`src/rtl/msel_pkg.sv`:
```
package msel_pkg;

    typedef enum logic [1:0] {
        ESZ_BYTE  = 2'd0,
        ESZ_HALF  = 2'd1,
        ESZ_WORD  = 2'd2,
        ESZ_DWORD = 2'd3
    } esz_e;

    typedef enum logic {
        GRP_PAIR = 1'b0,
        GRP_QUAD = 1'b1
    } grp_e;

    localparam int unsigned CNT_W = 15;

endpackage

```
`src/rtl/msel_mask_gen.sv`:
```
module msel_mask_gen
    import msel_pkg::*;
#(
    parameter int unsigned PL   = 16,
    parameter int unsigned NREG = 4
) (
    input  esz_e                   esz,
    input  grp_e                   grp,
    input  logic [CNT_W-1:0]       cnt,
    input  logic                   inv,
    output logic [PL*NREG-1:0]     take_a,
    output logic [PL*NREG-1:0]     in_grp
);
    localparam int unsigned TB    = PL * NREG;
    localparam int unsigned PAIRB = PL * 2;

    logic [CNT_W-1:0] grp_bytes;
    logic [CNT_W-1:0] n_elem;
    logic [CNT_W-1:0] k_sat;

    always_comb begin
        grp_bytes = (grp == GRP_QUAD) ? CNT_W'(TB) : CNT_W'(PAIRB);
        n_elem    = grp_bytes >> esz;
        k_sat     = (cnt > n_elem) ? n_elem : cnt;
    end

    for (genvar g = 0; g < TB; g++) begin : g_byte
        localparam logic [CNT_W-1:0] BIDX = CNT_W'(g);
        logic [CNT_W-1:0] elem_idx;
        assign elem_idx  = BIDX >> esz;
        assign take_a[g] = (elem_idx < k_sat) ^ inv;
        assign in_grp[g] = (grp == GRP_QUAD) || (g < PAIRB);
    end

endmodule

```
`src/rtl/msel_byte_mux.sv`:
```
module msel_byte_mux (
    input  logic [7:0] a_byte,
    input  logic [7:0] b_byte,
    input  logic       pick_a,
    input  logic       live,
    output logic [7:0] y_byte
);
    always_comb begin
        if (!live)       y_byte = 8'h00;
        else if (pick_a) y_byte = a_byte;
        else             y_byte = b_byte;
    end
endmodule

```
`src/rtl/msel_unit.sv`:
```
module msel_unit
    import msel_pkg::*;
#(
    parameter int unsigned VLEN = 128,
    parameter int unsigned NREG = 4
) (
    input  logic                 clk,
    input  logic                 rst_n,
    input  logic [1:0]           size_code,
    input  logic                 quad,
    input  logic [15:0]          pred_cnt,
    input  logic [NREG*VLEN-1:0] src_a,
    input  logic [NREG*VLEN-1:0] src_b,
    output logic [NREG*VLEN-1:0] dst_q
);
    localparam int unsigned PL = VLEN / 8;
    localparam int unsigned TB = PL * NREG;
    localparam int unsigned BW = NREG * VLEN;

    esz_e            esz;
    grp_e            grp;
    logic [TB-1:0]   take_a;
    logic [TB-1:0]   in_grp;
    logic [BW-1:0]   merged;

    assign esz = esz_e'(size_code);
    assign grp = grp_e'(quad);

    msel_mask_gen #(.PL(PL), .NREG(NREG)) u_mask (
        .esz    (esz),
        .grp    (grp),
        .cnt    (pred_cnt[CNT_W-1:0]),
        .inv    (pred_cnt[15]),
        .take_a (take_a),
        .in_grp (in_grp)
    );

    for (genvar g = 0; g < TB; g++) begin : g_lane
        msel_byte_mux u_mux (
            .a_byte (src_a[g*8 +: 8]),
            .b_byte (src_b[g*8 +: 8]),
            .pick_a (take_a[g]),
            .live   (in_grp[g]),
            .y_byte (merged[g*8 +: 8])
        );
    end

    always_ff @(posedge clk or negedge rst_n) begin
        if (!rst_n) dst_q <= '0;
        else        dst_q <= merged;
    end

endmodule

```
`config.mk`:
```
export PLATFORM = sky130hd
export DESIGN_NAME = msel_unit
export DESIGN_NICKNAME = d
export VERILOG_FILES = /design/src/rtl/msel_pkg.sv /design/src/rtl/msel_mask_gen.sv /design/src/rtl/msel_byte_mux.sv /design/src/rtl/msel_unit.sv
export SDC_FILE = /design/constraint.sdc
export NUM_CORES = 1
export LEC_CHECK = 0
export ABC_AREA = 1
export BUFFER_PORTS_ARGS = -buffer_cell sky130_fd_sc_hd__buf_4
export CORE_AREA = 4 4 608 610
export DETAILED_ROUTE_END_ITERATION = 12
export DIE_AREA = 0 0 612 614
export MAX_ROUTING_LAYER = met4
export PLACE_DENSITY_LB_ADDON = 0.25
export SETUP_SLACK_MARGIN = 0.2
export SLEW_MARGIN = 10
export SYNTH_ARGS = -nofsm -noshare
export SYNTH_HDL_FRONTEND = slang
export SYNTH_SLANG_ARGS = --single-unit
export TNS_END_PERCENT = 100
```
`constraint.sdc`:
```
create_clock -name clk -period 1.5 [get_ports clk]
set_clock_uncertainty 0.2 [all_clocks]
set_input_delay 0.225 -clock clk [delete_from_list [all_inputs] [get_ports clk]]
set_output_delay 0.225 -clock clk [all_outputs]
set_load 0.03 [all_outputs]
```
---- Yosys cells after proc, flatten, opt, wreduce, memory -nomap -nowiden ----
Cells that the tools add are included.
storage, ports and cells
  input bits .............................. 1045
  output and inout bits ................... 512
  bits in registers ....................... 512
operators by class
  magnitude comparators ................... 65
  shifts and indexed selects .............. 65
  muxes and demuxes ....................... 98
  bitwise logic cells ..................... 64
operators by type and width
  operator                                           count
  less-than comparator 15 bit                        64
  two-way mux 8 bit                                  96
  right shift 6 x 2 -> 15 bit, first input constant  32
  right shift 5 x 2 -> 15 bit, first input constant  16
  right shift 4 x 2 -> 15 bit, first input constant  8
  bitwise XOR 1 bit                                  64
  right shift 3 x 2 -> 15 bit, first input constant  4
  right shift 1 x 2 -> 15 bit, first input constant  2
  right shift 2 x 2 -> 15 bit, first input constant  2
  greater-than comparator 15 bit                     1
  two-way mux 15 bit                                 1
  right shift 15 x 2 -> 15 bit                       1
  two-way mux 7 bit                                  1

---- Longest topological paths before layout ----
Gate-level depths: netlist of run 1.
  depth in word-level cells ............... 8
  gate-level depth with buffers ........... 25
  gate-level depth less buffers ........... 22

---- Hierarchy ----
Synthesis of run 1 repeated with hierarchy kept, for this count alone.
unflattened totals
  cells, all modules ...................... 3994
  area total of the unflattened synthesis .. 29354.4 um^2
modules (own cells, without submodules)
  module         cells each  area each (um^2)  instances
  msel_unit      512         12812.3           1
  msel_byte_mux  43          196.4             64
  msel_mask_gen  730         3970.1            1

---- Worst setup path after synthesis of run 1 ----
No wires, ideal clock.
  path type ............................... in2reg
  start ................................... in quad
  end ..................................... reg dst_q[480]
  stages .................................. 23
  buffers on the path ..................... 4
  data arrival time ....................... 3.459 ns
  setup slack ............................. -2.274 ns
  data required time ...................... 1.185 ns
  path through ............................ inv_2 > clkbuf_1 > ha_1 > mux2i_1 > ha_1 > nand2_1 > nor2_1 > o21ai_1 > nand3_2 > nand2_4 > buf_6 > o21ai_1 > inv_1 > ha_1 > nand4_2 > nor2_1 > nor2_4 > buf_6 > nand3_2 > and2_1 > buf_2 > nor2_1 > nor2_1
on the way
  word-level cells in the longest chain between the ends .. 8
ends and longest elaborated chain
  element                         RTL line             source
  start: declaration              msel_unit.sv:10      input logic quad,
  two-way mux 7 bit               msel_mask_gen.sv:22  grp_bytes = (grp == GRP_QUAD) ? CNT_W'(TB) : CNT_W'(PAIRB);
  right shift 15 x 2 -> 15 bit    msel_mask_gen.sv:23  n_elem = grp_bytes >> esz;
  greater-than comparator 15 bit  msel_mask_gen.sv:24  k_sat = (cnt > n_elem) ? n_elem : cnt;
  two-way mux 15 bit              msel_mask_gen.sv:24
  less-than comparator 15 bit     msel_mask_gen.sv:31  assign take_a[g] = (elem_idx < k_sat) ^ inv;
  bitwise XOR 1 bit               msel_mask_gen.sv:31
  two-way mux 8 bit               msel_byte_mux.sv:10  else if (pick_a) y_byte = a_byte;
  two-way mux 8 bit (*)           msel_byte_mux.sv:9   if (!live) y_byte = 8'h00;
  net g_lane[60].u_mux.y_byte[0]  msel_byte_mux.sv:6   output logic [7:0] y_byte
  end signal: assignment          msel_unit.sv:50      else dst_q <= merged;
  end: declaration                msel_unit.sv:14      output logic [NREG*VLEN-1:0] dst_q
Mark *: on every way through the listed nets, which the timed path passes. The rest lies on a longest branch.

---- Worst setup path after layout of run 1 ----
  start ................................... in size_code[0]
  end ..................................... reg dst_q[308]
on the way
  word-level cells in the longest chain between the ends .. 7
  elaborated cells on any way between the ends .. 8
  classes of those cells .................. order compare: 2; shift: 2; mux: 3; bitwise: 1
ends and longest elaborated chain
  element                          RTL line             source
  start: declaration               msel_unit.sv:9       input logic [1:0] size_code,
  right shift 15 x 2 -> 15 bit     msel_mask_gen.sv:23
  greater-than comparator 15 bit   msel_mask_gen.sv:24
  two-way mux 15 bit               msel_mask_gen.sv:24
  less-than comparator 15 bit (*)  msel_mask_gen.sv:31
  bitwise XOR 1 bit (*)            msel_mask_gen.sv:31
  two-way mux 8 bit (*)            msel_byte_mux.sv:10
  two-way mux 8 bit (*)            msel_byte_mux.sv:9
  net g_lane[38].u_mux.y_byte[4]   msel_byte_mux.sv:6
Marks and branches as above.

==> impl_metrics.env, run 1 <==
export IMPL_synthArstFlopShare_pct=100
export IMPL_finalSetupViolations=1024
export IMPL_slew_headroom_pct=40.7
export IMPL_post_dp_hpwl_mm=282
export IMPL_cts_sinks=512
export IMPL_drc=0
export IMPL_outcome="finished with violations"
export IMPL_synth_edf_count=0
export IMPL_clk_path_buf_depth=4
export IMPL_start_kind="input port"
export IMPL_antenna_found_initial=297
export IMPL_final_period_utilization_pct=206
export IMPL_clk_pin_slew_worst_paths_ns=0.06
export IMPL_final_layout_size_suffix_gt1_share_pct=47.8
export IMPL_powerDensity_nw_per_um2=949
export IMPL_hold_viol_final=20
export IMPL_ios=1557
export IMPL_total_power_mw=66.3
export IMPL_synthCells=3059
export IMPL_num_rows=222
export IMPL_reg_top3="dst_q x512"
export IMPL_cts_hold_fix_buffers=1309
export IMPL_fmax_mhz=324
export IMPL_crit_path_max_fanout=7
export IMPL_fp_dieArea_um2=376000
export IMPL_synth_xor_area_share_pct=0.300
export IMPL_violations="negative hold slack, negative setup slack"
export IMPL_worstPathRequired_ns=1.94
export IMPL_syn_to_final_growth_pct=184
export IMPL_synth_fa_ha_area_share_pct=2.13
export IMPL_synth_seq_cells=512
export IMPL_synth_compound_area_share_pct=3.83
export IMPL_post_route_util_pct=19.2
export IMPL_grt_usage_pct=16.7
export IMPL_worst_setup_path_end_kind="flip-flop"
export IMPL_dieWidth_um=612
export IMPL_synthTopCellsByArea="dfrtp_1 (52%), nand2_1 (15%), nand3_1 (12%)"
export IMPL_dpl_cell_area_um2=47100
export IMPL_num_vias=37600
export IMPL_tritoncts="built"
export IMPL_synth_largest_area_cell="dfrtp_1"
export IMPL_worstPathArrival_ns=3.53
export IMPL_fin_cells=11500
export IMPL_syn_nets=4146
export IMPL_drt_iter0_markers=2248
export IMPL_dr_pass1_iters=5
export IMPL_fin_setup_tns_ns=-852.90
export IMPL_yosysMostFrequentCell="nand2_1"
export IMPL_grt_ovfl_total=0
export IMPL_coreArea_um2=364000
export IMPL_fin_crit_ns=3.08
export IMPL_io_buffer_count=1556
export IMPL_wire_per_inst_um=28.0
export IMPL_critical_path_max_stage_delay_ns=0.28
export IMPL_via_per_inst=3.27
export IMPL_synth_commonest_cells="nand2_1 (955), nand3_1 (588), dfrtp_1 (512), nor2_1 (391), inv_1 (129)"
export IMPL_grt_pass1_vias=39100
export IMPL_max_flop_register="dst_q"
export IMPL_synth_top_family_by_area="simple AND/OR/NAND/NOR gates"
export IMPL_ant_nets=0
export IMPL_start_util_pct=6.76
export IMPL_final_area_um2=69900
export IMPL_gp_congestion=0.903
export IMPL_synth_top_cell_area_share_pct=52.0
export IMPL_drt_total_wl_mm=323
export IMPL_nets=7592
export IMPL_grt_pass1_wl_mm=399
export IMPL_placedCellCount=9815
export IMPL_cts_inserted_buffers=79
export IMPL_hold_path_class="in -> reg"
export IMPL_maxCapViolations=0
export IMPL_whs_ns=-0.0432
export IMPL_cts_max_level=3
export IMPL_yosysSeqAreaShare_pct=52.0
export IMPL_yosys_warnings=0
export IMPL_synth_mux_area_share_pct=0.0406
export IMPL_rsz0062_at_grt="true"
export IMPL_maxSlewViolCount=0
export IMPL_setup_slack_ns=-1.58
export IMPL_p_leak_nw=32.2
export IMPL_synth_flop_cell="dfrtp_1"
export IMPL_largest_register_ffs=512
export IMPL_synth_avg_cell_area_um2=8.05
export IMPL_synth_distinct_cells=36
export IMPL_pre_cts_ws_ns=-3.55
export IMPL_max_slew_worst_pin_slew_ns=0.889
export IMPL_yosys_area_share_simple_pct=38.1
export IMPL_cpMaxStageDelayCell="ha_1"
export IMPL_netlist_area_um2=24600
export IMPL_grt_max_degree=64
export IMPL_vdd_drop_max_v=0.000720
export IMPL_die_y_um=614
export IMPL_critPathKind="in -> reg"
export IMPL_clockRootBuffer="clkbuf_16"
## final timing paths
kind,from,to,slack [ns],depth (start not counted)
setup / recovery,size_code[0],dst_q[308]$_DFF_PN0_,-1.58,27
min in group asynchronous,rst_n,dst_q[86]$_DFF_PN0_,0.08,3
hold / removal,quad,dst_q[303]$_DFF_PN0_,-0.04,4
max in group asynchronous,rst_n,dst_q[40]$_DFF_PN0_,0.08,3
## repair_timing
action | 4_1_cts | 5_1_grt
pin swaps | 107 | 192
endpoints found under the setup margin | 1024 | 1034
cloned | 7 | 8
endpoints found under the hold margin | 1024 | 36
setup buffers | 37 | 64
resized for setup | 594 | 762
## critical path: cells and delay by family
kind	cells	cell delay [ns]
fa+ha+maj	2	0.42
compound gates	2	0.31
simple gates	13	1.21
buf+inv	9	1.11
mux	1	0.17
## logic make-up (layout without fill, tap and decap cells)
group                      after synthesis  count (layout)
other                                    0             155
xor gates and xnor gates                 5               5
and+or+nand+nor                       2101            2110
buffers and inverters                  211            3697
AOI/OAI and AO/OA                      187             187
DFF                                    512             512
adders and majority gates               42              42
muxes                                    1               1
## power breakdown
| group | leakage [nW] | internal, mW | switching [mW] | total (mW) |
|---|---|---|---|---|
| Combinational | 24.6 | 12.7 | 17.8 | 30.5 |
| Sequential | 6.33 | 15.7 | 0.800 | 16.5 |
| Clock | 1.26 | 11.4 | 7.90 | 19.3 |
| Total | 32.2 | 39.8 | 26.5 | 66.3 |
## metal layers
| layer | part of all wire [%] | vias to the layer above | wire (µm) | track usage [%] |
|---|---|---|---|---|
| met5 | 0 | - | 0 | - |
| met1 | 42 | 18500 | 134000 | 19.9 |
| met2 | 49 | 1618 | 159000 | 28.3 |
| met4 | 2.3 | 0 | 7300 | 3.31 |
| met3 | 6.8 | 402 | 21900 | 4.35 |
| li1 | - | 17200 | - | - |
## cells in the final DEF (no fill, tap or decap), types with 15 or more instances in the layout
cell type,netlist,layout
buf_4,6,1853
dlygate4sd3_1,0,1309
nand2_1,955,669
dfrtp_1,512,512
nand3_1,588,374
nor2_1,391,230
nand2_2,40,161
nand3_2,19,161
diode_2,0,155
buf_12,0,122
inv_1,129,119
nand2_4,14,116
buf_6,7,113
nor2_2,7,93
clkbuf_16,0,85
nand3_4,8,83
nor2_4,6,81
nand2_8,0,69
a21oi_1,89,51
nand3b_1,48,48
a21oi_2,0,36
o21ai_1,3,33
o21ai_0,91,28
ha_1,42,25
o21ai_2,1,23
buf_8,0,21
ha_4,0,15
## cell type report
class | count | area [µm²]
Tap cell | 4816 | 6030
Clock inverter | 32 | 362
Antenna cell | 155 | 388
Timing Repair Buffer | 3426 | 31200
Inverter | 141 | 632
Multi-Input combinational cell | 2345 | 16200
Fill cell | 40600 | 295000
Sequential cell | 512 | 12800
Clock buffer | 98 | 2190
No activity file was read; power rests on OpenSTA's default activity.
==> inputs of run 2 (changes only) <==
RECOVER_POWER = 25   (was unset)
==> impl_metrics.env, run 2 (same netlist as run 1, synthesis figures left out) <==
export IMPL_reg_top3="dst_q x512"
export IMPL_cts_max_level=3
export IMPL_vdd_drop_max_v=0.000719
export IMPL_clockRootBuffer="clkbuf_16"
export IMPL_cpMaxStageDelayCell="ha_1"
export IMPL_worst_setup_path_end_kind="flip-flop"
export IMPL_final_common_cell="buf_4"
export IMPL_tritoncts="built"
export IMPL_fin_cells=11500
export IMPL_drc=0
export IMPL_hold_viol_final=21
export IMPL_die_y_um=614
export IMPL_grt_pass1_vias=39100
export IMPL_fin_crit_ns=3.08
export IMPL_critical_path_max_stage_delay_ns=0.28
export IMPL_drt_total_wl_mm=323
export IMPL_maxSlewViolCount=0
export IMPL_placedCellCount=9815
export IMPL_worstPathArrival_ns=3.53
export IMPL_gp_congestion=0.903
export IMPL_layout_common_cells="buf_4 (1847), dlygate4sd3_1 (1309), nand2_1 (669), dfrtp_1 (512), nand3_1 (374)"
export IMPL_pre_cts_ws_ns=-3.55
export IMPL_whs_ns=-0.0468
export IMPL_ios=1557
export IMPL_clk_pin_slew_worst_paths_ns=0.06
export IMPL_grt_usage_pct=16.7
export IMPL_final_layout_size_suffix_gt1_share_pct=47.8
export IMPL_largest_register_ffs=512
export IMPL_num_vias=37600
export IMPL_dieWidth_um=612
export IMPL_wire_per_inst_um=28.0
export IMPL_hold_path_class="in -> reg"
export IMPL_max_slew_worst_pin_slew_ns=1.03
export IMPL_drt_iter0_markers=2272
export IMPL_grt_ovfl_total=0
export IMPL_rsz0062_at_grt="true"
export IMPL_start_util_pct=6.76
export IMPL_finalSetupViolations=1346
export IMPL_coreArea_um2=364000
export IMPL_slew_headroom_pct=31.4
export IMPL_outcome="finished with violations"
export IMPL_dr_pass1_iters=6
export IMPL_nets=7592
export IMPL_fp_dieArea_um2=376000
export IMPL_grt_pass1_wl_mm=399
export IMPL_total_power_mw=66.3
export IMPL_max_flop_register="dst_q"
export IMPL_clk_path_buf_depth=4
export IMPL_antenna_found_initial=298
export IMPL_post_dp_hpwl_mm=282
export IMPL_crit_path_max_fanout=7
export IMPL_grt_max_degree=64
export IMPL_whs_path_depth=4
export IMPL_cts_hold_fix_buffers=1309
export IMPL_fin_setup_tns_ns=-893.02
export IMPL_num_rows=222
export IMPL_setup_slack_ns=-1.58
export IMPL_worstPathRequired_ns=1.94
export IMPL_powerDensity_nw_per_um2=950
export IMPL_ant_nets=0
export IMPL_cts_sinks=512
export IMPL_fmax_mhz=324
export IMPL_start_kind="input port"
export IMPL_violations="negative hold slack, negative setup slack"
export IMPL_critPathKind="in -> reg"
export IMPL_p_leak_nw=32.2
export IMPL_syn_to_final_growth_pct=183
export IMPL_final_period_utilization_pct=206
export IMPL_via_per_inst=3.26
export IMPL_io_buffer_count=1556
export IMPL_cts_inserted_buffers=79
export IMPL_maxCapViolations=0
run 2: cell types whose count changed in the layout (fill, tap and decap cells not counted), sizes merged:
cell,delta
clkbuf,+9
buf,-9
run 2: per-layer routing:
| metal | GRT usage [%] | vias to the layer above | routed length [µm] |
|---|---|---|---|
| met5 | - | - | 0 |
| met4 | 3.31 | 0 | 7280 |
| met1 | 19.9 | 18400 | 134000 |
| met2 | 28.3 | 1618 | 159000 |
| li1 | - | 17200 | - |
| met3 | 4.35 | 420 | 22200 |
run 2: per-stage QoR:
step	cell area [µm²]	util [%]
global route	69700	19.1
detailed placement	47100	12.9
global placement	47100	12.9
finish	69800	19.2
CTS	65400	18.0
floorplan	25200	-
run 2: cell type report:
cell class                      instances  area, µm²
Clock inverter                         32        362
Antenna cell                          155        388
Fill cell                           40600     295000
Timing Repair Buffer                 3426      31200
Tap cell                             4816       6030
Inverter                              141        632
Multi-Input combinational cell       2345      16200
Sequential cell                       512      12800
Clock buffer                           98       2190
run 2: worst max-delay path: cells and delay by family:
family | cells | cell delay [ns]
multiplexers | 1 | 0.17
adder cells (fa/ha/maj) | 2 | 0.42
AND/OR/NAND/NOR | 13 | 1.20
buffers and inverters | 9 | 1.11
AO/OA/AOI/OAI | 2 | 0.31
run 2: path summary, 6_finish.rpt:
kind / to / start / slack [ns]
min: dst_q[303]$_DFF_PN0_ / quad / -0.05
max in group asynchronous: dst_q[40]$_DFF_PN0_ / rst_n / -0.37
min in group asynchronous: dst_q[201]$_DFF_PN0_ / rst_n / 0.56
max: dst_q[308]$_DFF_PN0_ / size_code[0] / -1.58
run 2: power by group:
group          switching (mW)  leakage [nW]  internal (mW)
registers               0.801          6.33           15.7
clock network            7.91          1.26           11.4
logic                    17.8          24.6           12.7
total                    26.5          32.2           39.8
run 2: repair_timing:
item,in CTS,in global routing
pin swaps,107,192
gates cloned,7,8
setup buffers,37,64
resized for setup,594,762
hold endpoints to repair,1024,36
endpoints found under the setup margin,1024,1034
==> inputs of run 3 (changes only) <==
CELL_PAD_IN_SITES_DETAIL_PLACEMENT = 1   (was unset)
CELL_PAD_IN_SITES_GLOBAL_PLACEMENT = 1   (was unset)
CORE_AREA = 4 4 604 606   (was 4 4 608 610)
DIE_AREA = 0 0 608 610   (was 0 0 612 614)
==> impl_metrics.env, run 3 (same netlist as run 1, synthesis figures left out) <==
export IMPL_p_leak_nw=32.2
export IMPL_top_usage_layer="met2"
export IMPL_total_power_mw=66.6
export IMPL_final_layout_size_suffix_gt1_share_pct=46.6
export IMPL_coreArea_um2=359000
export IMPL_grt_pass1_vias=40600
export IMPL_cts_sinks=512
export IMPL_maxSlewViolCount=0
export IMPL_grt_pass1_wl_mm=382
export IMPL_tritoncts="built"
export IMPL_hold_viol_final=10
export IMPL_hold_path_class="in -> async"
export IMPL_powerDensity_nw_per_um2=957
export IMPL_fp_dieArea_um2=371000
export IMPL_outcome="finished with violations"
export IMPL_reg_top3="dst_q x512"
export IMPL_die_y_um=610
export IMPL_grt_use_met1_pct=18.2
export IMPL_post_dp_hpwl_mm=253
export IMPL_start_kind="input port"
export IMPL_nets=7614
export IMPL_cts_inserted_buffers=81
export IMPL_final_period_utilization_pct=205
export IMPL_grt_ovfl_total=0
export IMPL_via_per_inst=3.26
export IMPL_antenna_found_initial=156
export IMPL_layout_common_cells="buf_4 (1856), dlygate4sd3_1 (1348), nand2_1 (686), dfrtp_1 (512), nand3_1 (419)"
export IMPL_max_slew_worst_pin_slew_ns=0.960
export IMPL_io_buffer_count=1556
export IMPL_drc=0
export IMPL_cts_max_level=3
export IMPL_violations="negative hold slack, negative setup slack"
export IMPL_num_rows=220
export IMPL_setup_slack_ns=-1.57
export IMPL_fmax_mhz=325
export IMPL_post_route_util_pct=19.4
export IMPL_worstPathRequired_ns=1.94
export IMPL_clk_pin_slew_worst_paths_ns=0.05
export IMPL_grt_max_degree=66
export IMPL_dieWidth_um=608
export IMPL_maxCapViolations=0
export IMPL_dpl_cell_area_um2=47200
export IMPL_clk_path_buf_depth=4
export IMPL_final_common_cell="buf_4"
export IMPL_final_area_um2=69600
export IMPL_worst_setup_path_end_kind="flip-flop"
export IMPL_num_vias=37300
export IMPL_fin_setup_tns_ns=-842.27
export IMPL_vdd_drop_max_v=0.000632
export IMPL_clockRootBuffer="clkbuf_16"
export IMPL_finalSetupViolations=1354
export IMPL_largest_register_ffs=512
export IMPL_worstPathArrival_ns=3.52
export IMPL_drt_iter0_markers=1752
export IMPL_grt_usage_pct=15.6
export IMPL_dr_pass1_iters=5
export IMPL_ant_nets=0
export IMPL_drt_total_wl_mm=297
export IMPL_use_met3_pct=2.97
export IMPL_max_flop_register="dst_q"
export IMPL_whs_ns=-0.103
export IMPL_wire_per_inst_um=26.0
export IMPL_slew_headroom_pct=36.0
export IMPL_rsz0062_at_grt="true"
export IMPL_gp_congestion=0.879
export IMPL_critPathKind="in -> reg"
export IMPL_start_util_pct=6.86
export IMPL_syn_to_final_growth_pct=183
export IMPL_fin_crit_ns=3.07
export IMPL_ios=1557
export IMPL_crit_path_max_fanout=7
export IMPL_met2_usage_pct=27.3
-- run 3: cell types whose count changed in the layout (fill, tap and decap cells not counted), moves of 11 or more --
cell | previous run | this run
diode_2 | 155 | 84
nand3_1 | 374 | 419
dlygate4sd3_1 | 1309 | 1348
nand3_2 | 161 | 122
nor2_2 | 93 | 69
buf_6 | 114 | 92
nand2_8 | 69 | 50
nand2_1 | 669 | 686
nor2_1 | 230 | 247
a21oi_1 | 51 | 37
a21oi_2 | 36 | 49
buf_12 | 119 | 131
clkbuf_8 | 9 | 21
o21ai_2 | 23 | 34
-- run 3: repair_timing --
action                     4_1_cts  5_1_grt
cloned                           0       12
gates resized for setup        403      826
setup endpoints to repair     1024     1485
hold buffers                  1347        1
buffers inserted                28       60
pin swaps                       79      186
hold endpoints to repair      1024       11
-- run 3: worst max-delay path: stages --
cell and delay, ns:
buf_12 0.11, buf_12 0.12, ha_4 0.15, mux2i_4 0.18
ha_4 0.24, nand2_2 0.06, nand2_2 0.07, a21oi_4 0.15
nand3_4 0.12, nand2_8 0.15, nand2_4 0.06, o21ai_4 0.07
inv_4 0.07, ha_4 0.23, nand4_1 0.13, buf_6 0.16
nor2_4 0.04, nor2_4 0.16, buf_12 0.17, buf_12 0.14
nand2_2 0.07, nand2_4 0.14, buf_4 0.13, nand3_1 0.11
a21oi_4 0.21
-- run 3: final cells by class --
| class | count | area (µm²) |
|---|---|---|
| clock buffers | 115 | 2350 |
| fillers | 42000 | 289000 |
| multi-input cells | 2340 | 15800 |
| well taps | 4773 | 5970 |
| repair buffers | 3451 | 31500 |
| flip-flops and latches | 512 | 12800 |
| clock inverters | 26 | 328 |
| diodes | 84 | 210 |
| inverters | 141 | 642 |
-- run 3: worst max path at each step --
stage | start | endpoint | slack [ns]
floorplan | quad | dst_q[368]$_DFF_PN0_ | -2.01
global placement | size_code[0] | dst_q[401]$_DFF_PN0_ | -3.32
detailed placement | size_code[0] | dst_q[407]$_DFF_PN0_ | -3.27
CTS | size_code[0] | dst_q[271]$_DFF_PN0_ | -1.57
global route | size_code[0] | dst_q[332]$_DFF_PN0_ | -1.68
finish | size_code[0] | dst_q[330]$_DFF_PN0_ | -1.57
-- run 3: through the flow --
stage | hold slack, ns | cells | setup slack, ns
after global routing | -0.120 | 11400 | -1.68
after CTS | -0.123 | 11300 | -1.57
after detailed placement | -0.130 | 9769 | -3.27
final | -0.103 | 11400 | -1.57
after floorplan | -0.271 | 3059 | -2.01
after global placement | -0.129 | 9769 | -3.32
-- run 3: report_power, final --
group | leakage, nW | switching, mW | total, mW | internal [mW]
clock network | 1.32 | 8.06 | 20.1 | 12.1
logic | 24.6 | 17.3 | 30.0 | 12.6
registers | 6.33 | 0.802 | 16.5 | 15.7
-- run 3: per-layer routing --
metal	wire, µm	part of all wire [%]
met5	0	0
met3	15000	5.1
met2	152000	51
met4	8450	2.8
met1	122000	41
